[config.mk]
export PLATFORM = sky130hd
export DESIGN_NAME = nand_ecc_regs
export DESIGN_NICKNAME = d
export VERILOG_FILES = /design/src/rtl/nand_ecc_pkg.sv /design/src/rtl/ecc_reg_ctrl.sv /design/src/rtl/ecc_reg_datapath.sv /design/src/rtl/nand_ecc_regs.sv
export SDC_FILE = /design/constraint.sdc
export NUM_CORES = 1
export LEC_CHECK = 0
export ABC_AREA = 1
export BUFFER_PORTS_ARGS = -buffer_cell sky130_fd_sc_hd__buf_2
export CAP_MARGIN = 20
export CORE_MARGIN = 2
export CORE_UTILIZATION = 40
export DETAILED_ROUTE_END_ITERATION = 10
export PLACE_DENSITY_LB_ADDON = 0.15
export SLEW_MARGIN = 10
export SYNTH_ARGS = -nofsm -noshare
export SYNTH_HDL_FRONTEND = slang
export SYNTH_SLANG_ARGS = --single-unit
[constraint.sdc]
create_clock -name clk -period 12.9 [get_ports clk]
set_clock_uncertainty 0.05 [all_clocks]
set_input_delay 3.225 -clock clk [delete_from_list [all_inputs] [get_ports clk]]
set_output_delay 3.225 -clock clk [all_outputs]
set_load 0.1 [all_outputs]
[src/rtl/nand_ecc_pkg.sv]
package nand_ecc_pkg;
  localparam int NumCh     = 2;
  localparam int BusAddrW  = 9;
  localparam int StrIdxW   = 5;
  localparam int SectIdxW  = 4;
  localparam int StrengthW = 7;
  localparam int CfgModeLo  = 5;
  localparam int CfgLastLo  = 7;
  localparam int CfgCorrLo  = 12;
  localparam int CfgLenLo   = 16;
  localparam int CfgEmptyBit = 31;

  typedef enum logic [2:0] {
    SEL_NONE, SEL_CTL, SEL_CFG, SEL_IDLE, SEL_IRQEN, SEL_STA, SEL_DONE
  } rdSel_e;

  typedef struct packed {
    logic wrCtl;
    logic wrCfg;
    logic wrIrqEn;
    logic rdSta;
  } chStrb_t;

  typedef struct packed {
    chStrb_t [NumCh-1:0] ch;
    logic                rdDone;
    rdSel_e              sel;
    logic                chSel;
  } regStrb_t;

  // index -> correction bits: steps of 2 up to index 10, then steps of 4
  function automatic logic [StrengthW-1:0] strengthOf(input logic [StrIdxW-1:0] idx);
    if (idx <= 5'd10) return 7'd4 + {1'b0, idx, 1'b0};
    return 7'd24 + {idx - 5'd10, 2'b00};
  endfunction
endpackage

[src/rtl/ecc_reg_ctrl.sv]
module ecc_reg_ctrl
  import nand_ecc_pkg::*;
(
  input  logic                busSel,
  input  logic                busWr,
  input  logic [BusAddrW-1:0] busAddr,
  output regStrb_t            strb
);
  logic   chSel;
  logic   rdEn;
  logic   wrEn;
  rdSel_e sel;

  always_comb begin
    chSel = busAddr[BusAddrW-1];
    rdEn  = busSel & ~busWr;
    wrEn  = busSel & busWr;
    case (busAddr[7:0])
      8'h00:   sel = SEL_CTL;
      8'h04:   sel = SEL_CFG;
      8'h0C:   sel = SEL_IDLE;
      8'h10:   sel = SEL_IRQEN;
      8'h14:   sel = SEL_STA;
      8'h18:   sel = chSel ? SEL_DONE : SEL_NONE;
      default: sel = SEL_NONE;
    endcase
    strb        = '0;
    strb.chSel  = chSel;
    strb.sel    = rdEn ? sel : SEL_NONE;
    strb.rdDone = rdEn && (sel == SEL_DONE);
    for (int c = 0; c < NumCh; c++) begin
      strb.ch[c].wrCtl   = wrEn && (sel == SEL_CTL)   && (int'(chSel) == c);
      strb.ch[c].wrCfg   = wrEn && (sel == SEL_CFG)   && (int'(chSel) == c);
      strb.ch[c].wrIrqEn = wrEn && (sel == SEL_IRQEN) && (int'(chSel) == c);
      strb.ch[c].rdSta   = rdEn && (sel == SEL_STA)   && (int'(chSel) == c);
    end
  end
endmodule

[src/rtl/ecc_reg_datapath.sv]
module ecc_reg_datapath
  import nand_ecc_pkg::*;
#(
  parameter int LenW          = 12,
  parameter int StrengthCount = 20,
  parameter int ParityBits    = 14,
  parameter int MsgW          = LenW + 4
) (
  input  logic                                  clk,
  input  logic                                  rstN,
  input  regStrb_t                              strb,
  input  logic [31:0]                           wdata,
  input  logic [NumCh-1:0]                      busyIn,
  input  logic [NumCh-1:0]                      stepDone,
  input  logic [NumCh-1:0][SectIdxW-1:0]        stepIdx,
  output logic [31:0]                           rdata,
  output logic [NumCh-1:0]                      runOut,
  output logic [NumCh-1:0][31:0]                cfgOut,
  output logic [NumCh-1:0][StrengthW-1:0]       strengthOut,
  output logic [NumCh-1:0][MsgW-1:0]            msgBitsOut,
  output logic                                  irq
);
  localparam int SectN = 2 ** SectIdxW;
  localparam logic [31:0] LenMask  = 32'(((64'd1 << LenW) - 64'd1) << CfgLenLo);
  localparam logic [31:0] BaseMask = 32'h0000_07FF | LenMask;
  localparam logic [31:0] DecExtra = 32'h8000_3000;

  logic [NumCh-1:0]       staQ;
  logic [NumCh-1:0][1:0]  enQ;
  logic [SectN-1:0]       doneQ;

  for (genvar ch = 0; ch < NumCh; ch++) begin : g_ch
    localparam logic [31:0] Mask = (ch == 0) ? BaseMask : (BaseMask | DecExtra);
    logic        runR;
    logic        staR;
    logic [1:0]  enR;
    logic [31:0] cfgR;
    logic        stepHit;
    logic        lastHit;
    logic        staSet;
    logic        idxOk;
    logic [MsgW-1:0] dataBits;

    assign idxOk   = int'(cfgR[StrIdxW-1:0]) < StrengthCount;
    assign stepHit = runR && stepDone[ch];
    assign lastHit = stepHit && (stepIdx[ch] == cfgR[CfgLastLo +: SectIdxW]);
    assign staSet  = enR[1] ? lastHit : stepHit;

    always_ff @(posedge clk or negedge rstN) begin
      if (!rstN) begin
        runR <= 1'b0;
        staR <= 1'b0;
        enR  <= '0;
        cfgR <= '0;
      end else begin
        if (strb.ch[ch].wrCtl) runR <= wdata[0] && idxOk;
        if (strb.ch[ch].wrCfg && !runR) cfgR <= wdata & Mask;
        if (strb.ch[ch].wrIrqEn) enR <= wdata[1:0];
        if (staSet) staR <= 1'b1;
        else if (strb.ch[ch].rdSta) staR <= 1'b0;
      end
    end

    assign dataBits        = {(MsgW - LenW - 3)'(0), cfgR[CfgLenLo +: LenW], 3'b000};
    assign strengthOut[ch] = strengthOf(cfgR[StrIdxW-1:0]);
    if (ch == 0) begin : g_enc
      assign msgBitsOut[ch] = dataBits;
    end else begin : g_dec
      assign msgBitsOut[ch] = dataBits + MsgW'(strengthOut[ch]) * MsgW'(ParityBits);
    end

    assign runOut[ch] = runR;
    assign cfgOut[ch] = cfgR;
    assign staQ[ch]   = staR;
    assign enQ[ch]    = enR;


    cfg_hold_chk: assert property (@(posedge clk) disable iff (!rstN)
      ($past(runR) && runR) |-> $stable(cfgR));

    bad_start_chk: assert property (@(posedge clk) disable iff (!rstN)
      $rose(runR) |-> (int'(cfgR[StrIdxW-1:0]) < StrengthCount));

    stop_chk: assert property (@(posedge clk) disable iff (!rstN)
      (strb.ch[ch].wrCtl && !wdata[0]) |=> !runR);

    sta_clear_chk: assert property (@(posedge clk) disable iff (!rstN)
      (strb.ch[ch].rdSta && !stepDone[ch]) |=> !staR);
  end

  // decoder per-sector completion
  logic [SectN-1:0] doneSet;
  assign doneSet = (runOut[1] && stepDone[1]) ? (SectN'(1) << stepIdx[1]) : '0;

  always_ff @(posedge clk or negedge rstN) begin
    if (!rstN) doneQ <= '0;
    else       doneQ <= (strb.rdDone ? '0 : doneQ) | doneSet;
  end


  page_last_chk: assert property (@(posedge clk) disable iff (!rstN)
    ($rose(staQ[1]) && enQ[1][1] && $stable(enQ[1]))
      |-> doneQ[cfgOut[1][CfgLastLo +: SectIdxW]]);

  always_comb begin
    rdata = '0;
    case (strb.sel)
      SEL_CTL:   rdata[0]   = runOut[strb.chSel];
      SEL_CFG:   rdata      = cfgOut[strb.chSel];
      SEL_IDLE:  rdata[0]   = ~busyIn[strb.chSel];
      SEL_IRQEN: rdata[1:0] = enQ[strb.chSel];
      SEL_STA:   rdata[0]   = staQ[strb.chSel];
      SEL_DONE:  rdata[SectN-1:0] = doneQ;
      default:   rdata      = '0;
    endcase
  end

  assign irq = (staQ[0] & enQ[0][0]) | (staQ[1] & enQ[1][0]);
endmodule

[src/rtl/nand_ecc_regs.sv]
module nand_ecc_regs
  import nand_ecc_pkg::*;
#(
  parameter int LenW          = 12,
  parameter int StrengthCount = 20,
  parameter int ParityBits    = 14,
  parameter int MsgW          = LenW + 4
) (
  input  logic                 clk,
  input  logic                 rstN,
  input  logic                 busSel,
  input  logic                 busWr,
  input  logic [BusAddrW-1:0]  busAddr,
  input  logic [31:0]          busWdata,
  output logic [31:0]          busRdata,
  input  logic                 encBusy,
  input  logic                 encStepDone,
  input  logic [SectIdxW-1:0]  encStepIdx,
  input  logic                 decBusy,
  input  logic                 decStepDone,
  input  logic [SectIdxW-1:0]  decStepIdx,
  output logic                 encRun,
  output logic [StrengthW-1:0] encStrength,
  output logic [1:0]           encMode,
  output logic [MsgW-1:0]      encMsgBits,
  output logic                 decRun,
  output logic [StrengthW-1:0] decStrength,
  output logic [1:0]           decMode,
  output logic [MsgW-1:0]      decMsgBits,
  output logic [1:0]           decCorrect,
  output logic                 decEmptyEn,
  output logic                 irq
);
  regStrb_t                        strb;
  logic [NumCh-1:0]                runOut;
  logic [NumCh-1:0][31:0]          cfgOut;
  logic [NumCh-1:0][StrengthW-1:0] strengthOut;
  logic [NumCh-1:0][MsgW-1:0]      msgBitsOut;

  ecc_reg_ctrl ctrl_i (
    .busSel (busSel),
    .busWr  (busWr),
    .busAddr(busAddr),
    .strb   (strb)
  );

  ecc_reg_datapath #(
    .LenW(LenW), .StrengthCount(StrengthCount), .ParityBits(ParityBits), .MsgW(MsgW)
  ) dp_i (
    .clk        (clk),
    .rstN       (rstN),
    .strb       (strb),
    .wdata      (busWdata),
    .busyIn     ({decBusy, encBusy}),
    .stepDone   ({decStepDone, encStepDone}),
    .stepIdx    ({decStepIdx, encStepIdx}),
    .rdata      (busRdata),
    .runOut     (runOut),
    .cfgOut     (cfgOut),
    .strengthOut(strengthOut),
    .msgBitsOut (msgBitsOut),
    .irq        (irq)
  );

  assign encRun      = runOut[0];
  assign decRun      = runOut[1];
  assign encStrength = strengthOut[0];
  assign decStrength = strengthOut[1];
  assign encMode     = cfgOut[0][CfgModeLo +: 2];
  assign decMode     = cfgOut[1][CfgModeLo +: 2];
  assign encMsgBits  = msgBitsOut[0];
  assign decMsgBits  = msgBitsOut[1];
  assign decCorrect  = cfgOut[1][CfgCorrLo +: 2];
  assign decEmptyEn  = cfgOut[1][CfgEmptyBit];
endmodule

# [Word-level counts from Yosys, hierarchy flattened]
# Cells that the tools add are included.
[classes] add_sub_neg=7 n_mul=1 div_mod_pow=0 n_lt_le_gt_ge=5 n_eq_ne=18 n_shift=1 mux=31 bitwise_logic=9 n_reduce_logical=26
[op_table] op="$mux W32" n=2
[op_table] op="$mux W16" n=3
[op_table] op="$mux W7" n=4
[op_table] op="$pmux W14 S2" n=1
[op_table] op="$eq A8 B5 Y1 const B" n=3
[op_table] op="$logic_and A1 B1 Y1" n=21
[op_table] op="$eq A3 B3 Y1 const B" n=6
[op_table] op="$pmux W3 S6" n=1
[op_table] op="$add A15 B11 Y16" n=1
[op_table] op="$or A16 B16 Y16" n=1
[op_table] op="$shl A1 B4 Y16 const A" n=1
[op_table] op="$add A3 B6 Y7 const A" n=2
[op_table] op="$add A5 B7 Y7 const A" n=2
[op_table] op="$mux W1" n=14
[op_table] op="$le A5 B4 Y1 const B" n=2
[op_table] op="$lt A5 B5 Y1 const B" n=2
[op_table] op="$mul A7 B3 Y10 const B" n=1
[op_table] op="$sub A5 B4 Y5 const B" n=2
[op_table] op="$eq A3 B2 Y1 const B" n=3
[op_table] op="$eq A4 B4 Y1" n=2
[op_table] op="$eq A8 B3 Y1 const B" n=1
[op_table] op="$eq A8 B4 Y1 const B" n=1
[op_table] op="$logic_not A8 Y1" n=1
[op_table] op="$eq A3 B1 Y1 const B" n=2
[op_table] op="10 further kinds" n=19
[totals] reg_bits=73 latchBits=0 mem_bits_rw=0 romBits=0 in_bits=57 out_inout_bits=88 elab_cells=107 mem_count=0

# [Longest topological paths before layout]
[logic_depth] depth_word=7 ltp_mapped=27 mapped_depth_nobuf=27

# [Cells and area by module]
# From an unflattened synthesis, not the netlist that was laid out.
[unflattened] hier_cells=799 area_unflattened_um2=5602.9
[by_module_without_submodules] mod="ecc_reg_datapath" n_inst=1 cells_per_inst=721 area_per_inst_um2=5231.3 seq_area_each_um2=1826.8
[by_module_without_submodules] mod="ecc_reg_ctrl" n_inst=1 cells_per_inst=78 area_per_inst_um2=371.6 seq_area_each_um2=0.0

# [Worst setup path after synthesis]
# OpenSTA, ideal clock, no wires.
[synth_timing] path_kind="reg2out" start="register dp_i.g_ch[1].cfgR[2]" end="output port decMsgBits[15]" t_arrival_ns=7.859 required_ns=9.625 slack_ns=1.766 path_stages_with_launch=21 n_path_buf=0 cell_sequence="dfrtp_1 -> inv_1 -> ha_1 -> inv_1 -> o21ai_0 -> nand2_2 -> o21ai_0 -> inv_1 -> fa_1 -> inv_1 -> ha_1 -> a21oi_1 -> nand2_1 -> a21o_1 -> a21oi_1 -> xor2_1 -> ha_1 -> nand4_1 -> o221ai_1 -> nand2_1 -> nor3_1"
[synth_via] elab_chain_len=5 elab_cells_between_ends=9 classes_between="add/sub (4); mul (1); order compare (1); mux (3)"
[synth_rtl] item="start, declared" line_no="ecc_reg_datapath.sv:37" source="logic [31:0] cfgR;"
[synth_rtl] item="start signal, assigned" line_no="ecc_reg_datapath.sv:57" source="if (strb.ch[ch].wrCfg && !runR) cfgR <= wdata & Mask;"
[synth_rtl] item="$sub A5 B4 Y5 (tied with other cells)" line_no="nand_ecc_pkg.sv:34" source="return 7'd24 + {idx - 5'd10, 2'b00};"
[synth_rtl] item="$add A5 B7 Y7 (tied with other cells)" line_no="nand_ecc_pkg.sv:34"
[synth_rtl] item="$mux W7 *" line_no="nand_ecc_pkg.sv:34"
[synth_rtl] item="via decStrength[4]" line_no="nand_ecc_regs.sv:27" source="output logic [StrengthW-1:0] decStrength,"
[synth_rtl] item="$mul A7 B3 Y10 *" line_no="ecc_reg_datapath.sv:69" source="assign msgBitsOut[ch] = dataBits + MsgW'(strengthOut[ch]) * MsgW'(ParityBits);"
[synth_rtl] item="$add A15 B11 Y16 *" line_no="ecc_reg_datapath.sv:69"
[synth_rtl] item="end, declared" line_no="nand_ecc_regs.sv:29" source="output logic [MsgW-1:0] decMsgBits,"
# Mark *: on every way through the listed nets, which the timed path passes. The rest lies on a longest branch. The select of a mux whose other input is x is not followed.

# [Worst setup path after layout]
[layout_timing] start="register dp_i.g_ch[1].cfgR[1]" end="output port decMsgBits[13]"
[layout_via] elab_chain_len=5 elab_cells_between_ends=9 classes_between="add/sub (4); mul (1); order compare (1); mux (3)"
[layout_rtl] item="$sub A5 B4 Y5 (tied with other cells)" line_no="nand_ecc_pkg.sv:34"
[layout_rtl] item="$add A5 B7 Y7 (tied with other cells)" line_no="nand_ecc_pkg.sv:34"
[layout_rtl] item="$mux W7 *" line_no="nand_ecc_pkg.sv:34"
[layout_rtl] item="$mul A7 B3 Y10 *" line_no="ecc_reg_datapath.sv:69"
[layout_rtl] item="$add A15 B11 Y16 *" line_no="ecc_reg_datapath.sv:69"
# Every way passes the cells marked *; elsewhere a longest branch is shown, timed or not. The select of a mux whose other input is x is not followed.

==> results.py <==
metrics = {
    "run_status": {
        "status": "completed",
    },
    "floorplanning": {
        "ios": 145,
        "die_h_um": 119,
        "die_w_um": 119,
        "placementRows": 41,
        "start_util_pct": 41.4,
        "placeableCoreArea_um2": 12700,
        "die_area_um2": 14100,
    },
    "cts": {
        "numCtsBuffers": 9,
        "cts_tree": "built",
        "clk_latency_ps": 330,
        "cts-root-buf": "clkbuf_16",
        "clock-sinks": 73,
        "h-tree-depth": 3,
        "clkTransAtPathRegs_ps": 60,
        "ctsHoldBuffers": 0,
        "clk_path_buf_depth": 2,
        "post-cts-setup-buffer-count": 0,
        "ctsResizeCount": 0,
    },
    "place": {
        "routabilityCongestion": 0.887,
        "port_buffers": 127,
        "placed_area_um2": 5830,
        "hpwl_um": 10100,
        "dp_slack_ps": 4540,
        "placed_cells": 940,
    },
    "min_path": {
        "min_path_cells": 2,
        "hold_path_class": "flip-flop to flip-flop",
    },
    "sta": {
        "fin_crit_sh_pct": 65.2,
        "fin_setup_tns_ps": 0,
        "final-hold-violation-count": 0,
        "maxSlewHeadroom_pct": 36.4,
        "fmax_mhz": 119,
        "setup_viol": 0,
        "tightest_slew_ps": 954,
        "worst_slack_ps": 4490,
        "period_needed_ps": 8410,
        "rsz0062_at_grt": "no",
        "report.final.slew_viol_count": 0,
    },
    "grt": {
        "antenna_found_initial": 0,
        "grt_pass1_vias": 4587,
        "globalRouteOverflowTotal": 0,
        "grt_max_degree": 74,
        "grt_usage_pct": 19.8,
        "grt_pass1_wl_um": 22600,
    },
    "synthesis": {
        "yosys_register_bits": 73,
        "synth-edff-count": 0,
        "synth_mux_area_share_pct": 0.855,
        "avgSynthCellArea_um2": 7.74,
        "synth_top_family_by_area": "simple AND/OR/NAND/NOR gates",
        "synth_compound_area_share_pct": 17.1,
        "netlist_top_cells_area": "dfrtp_1 35%, nand2_1 10%, inv_1 6.9%, o21ai_0 6.2%, ha_1 5.9%",
        "synth_cells": 680,
        "synth_cell_types": 50,
        "ys_top_cells_by_count": "146 x nand2_1, 97 x inv_1, 73 x dfrtp_1",
        "post-synth-top-count-cell": "nand2_1",
        "synth_fa_ha_area_share_pct": 7.46,
        "synthFlopType": "dfrtp_1",
        "synth_area_um2": 5270,
        "async_flop_share_pct": 100,
        "synth-seq-area-share_pct": 34.7,
        "synthSimpleGateAreaFrac_pct": 20.6,
        "yosysTopAreaCell": "dfrtp_1",
        "synth_xor_area_share_pct": 4.99,
        "synth_top_area_share_pct": 34.7,
        "yosysWarnings": 0,
    },
    "setup_path": {
        "startpoint_type": "flip-flop",
        "worstPathMaxFanout": 10,
        "path_cells": "inv_1 > ha_1 > nor2_1 > o21ai_0 > nand2_2 > nor4_1 > a31oi_1 > inv_1 > fa_1 > ha_1 > a21oi_1 > and2_1 > inv_1 > a21oi_1 > o21bai_1 > ha_1 > nand4_1 > o221ai_1 > nand3_1 > xor2_1 > buf_2",
        "path_delay_family": "adder cells",
        "cp-end-kind": "output pin",
        "critPathArrivalTime_ps": 5140,
        "required_ps": 9620,
        "crit_type": "flip-flop to output pin",
        "max_stage_delay_ps": 490,
        "r2r_cells": 4,
        "crit_slowest_cell": "dfrtp_1",
        "cp.depth": 21,
        "cp.buffers_inverters": 4,
    },
    "power_and_ir_drop": {
        "switching_share_pct": 30.3,
        "p_int_mw": 0.446,
        "p_sw_mw": 0.193,
        "leakagePower_nw": 3.31,
        "p_comb_share_pct": 17.9,
        "p_per_area_nw_per_um2": 104,
        "power_frac_seq_pct": 37.1,
        "power.ir.vdd_worst_mv": 0.0666,
        "p_clk_share_pct": 45.0,
    },
    "final_layout": {
        "drive_above_1_share_pct": 24.4,
        "layout.cells.non_filler": 956,
        "final_nets": 865,
        "area_delta_synth_final_pct": 17.0,
        "final_area_um2": 6160,
        "final.fill_count": 1303,
        "diodes": 0,
    },
    "detailed_routing": {
        "wl_per_cell_um": 14.0,
        "detail-route-antenna-nets": 0,
        "drtIter0Drc": 218,
        "vias": 4657,
        "via_per_inst": 4.87,
        "dr.pass1.iters": 5,
        "remaining_drc_errors": 0,
        "drt-total-wl_um": 13400,
    },
    "flow_run": {
        "drv_cap": 0,
    },
}
[routing by layer]
layer	up-vias	track usage (%)	wire length [µm]
met5	-	0	0
met4	0	7.07	246
met3	17	3.28	558
met2	106	31.5	6240
met1	2171	27.2	6380
li1	2363	-	-
[logic make-up after synthesis]
family,Yosys count
buffers and inverters,157
AND/OR/NAND/NOR,235
adder cells (fa/ha/maj),29
multiplexers,3
XOR/XNOR,30
flip-flops,73
AO/OA/AOI/OAI,152
other,1
[placed cells by master (no fill, tap or decap), types with 9 or more instances in the layout]
cell type / n
a21oi_1: 18
a21oi_2: 10
buf_2: 127
clkbuf_16: 9
conb_1: 11
dfrtp_1: 73
ha_1: 25
inv_1: 97
nand2_1: 146
nand3_1: 28
nor2_1: 29
o21ai_0: 65
o21ai_1: 21
o22ai_1: 17
xnor2_1: 11
xor2_1: 19
[power groups by stage]
stage               clock, mW  sequential, mW  combinational, mW
floorplan                   0           0.242             0.0891
global placement            0           0.241              0.113
detailed placement          0           0.241              0.115
CTS                     0.291           0.237              0.115
global route            0.303           0.238              0.123
finish                  0.288           0.237              0.114
[final timing paths]
check | end | slack (ps) | start
worst max register to register | dp_i.g_ch[1].cfgR[12] | 11360 | dp_i.g_ch[1].runR
min in group asynchronous | dp_i.doneQ[15] | 3060 | rstN
worst max-delay path | decMsgBits[13] | 4490 | dp_i.g_ch[1].cfgR[1]
worst min register to register | dp_i.g_ch[0].enR[0] | 450 | dp_i.g_ch[0].enR[0]
worst min-delay path | dp_i.g_ch[0].enR[0] | 450 | dp_i.g_ch[0].enR[0]
max in group asynchronous | dp_i.g_ch[1].cfgR[16] | 9110 | rstN
[registers in the layout, summed over array words and instances, names as in the netlist]
signal	cells
dp_i.doneQ	16
dp_i.g_ch.cfgR	49
dp_i.g_ch.enR	4
dp_i.g_ch.runR	2
dp_i.g_ch.staR	2
[final cells by class]
class,count,area [µm²],share of cell area [%]
sequential,73,1830,29.6
multi-input combinational,460,2730,44.3
clock buffer,11,233,3.78
inverter,105,397,6.44
timing repair buffer,130,658,10.7
tap,172,215,3.49
clock inverter,5,104,1.68
[tightest hold or removal path, cell delays in order (launching register included)]
cell and delay (ps):
dfrtp_1 350, nand2_1 50, o21ai_0 60
[through the flow]
stage | hold WS, ps | total power [mW] | utilization [%]
finish | 448 | 0.640 | 48.4
global route | 472 | 0.664 | 48.4
CTS | 444 | 0.644 | 48.4
detailed placement | 429 | 0.356 | 45.8
global placement | 425 | 0.354 | 45.8
floorplan | 403 | 0.331 | -
Note: power is estimated with default switching activity, not from simulation.
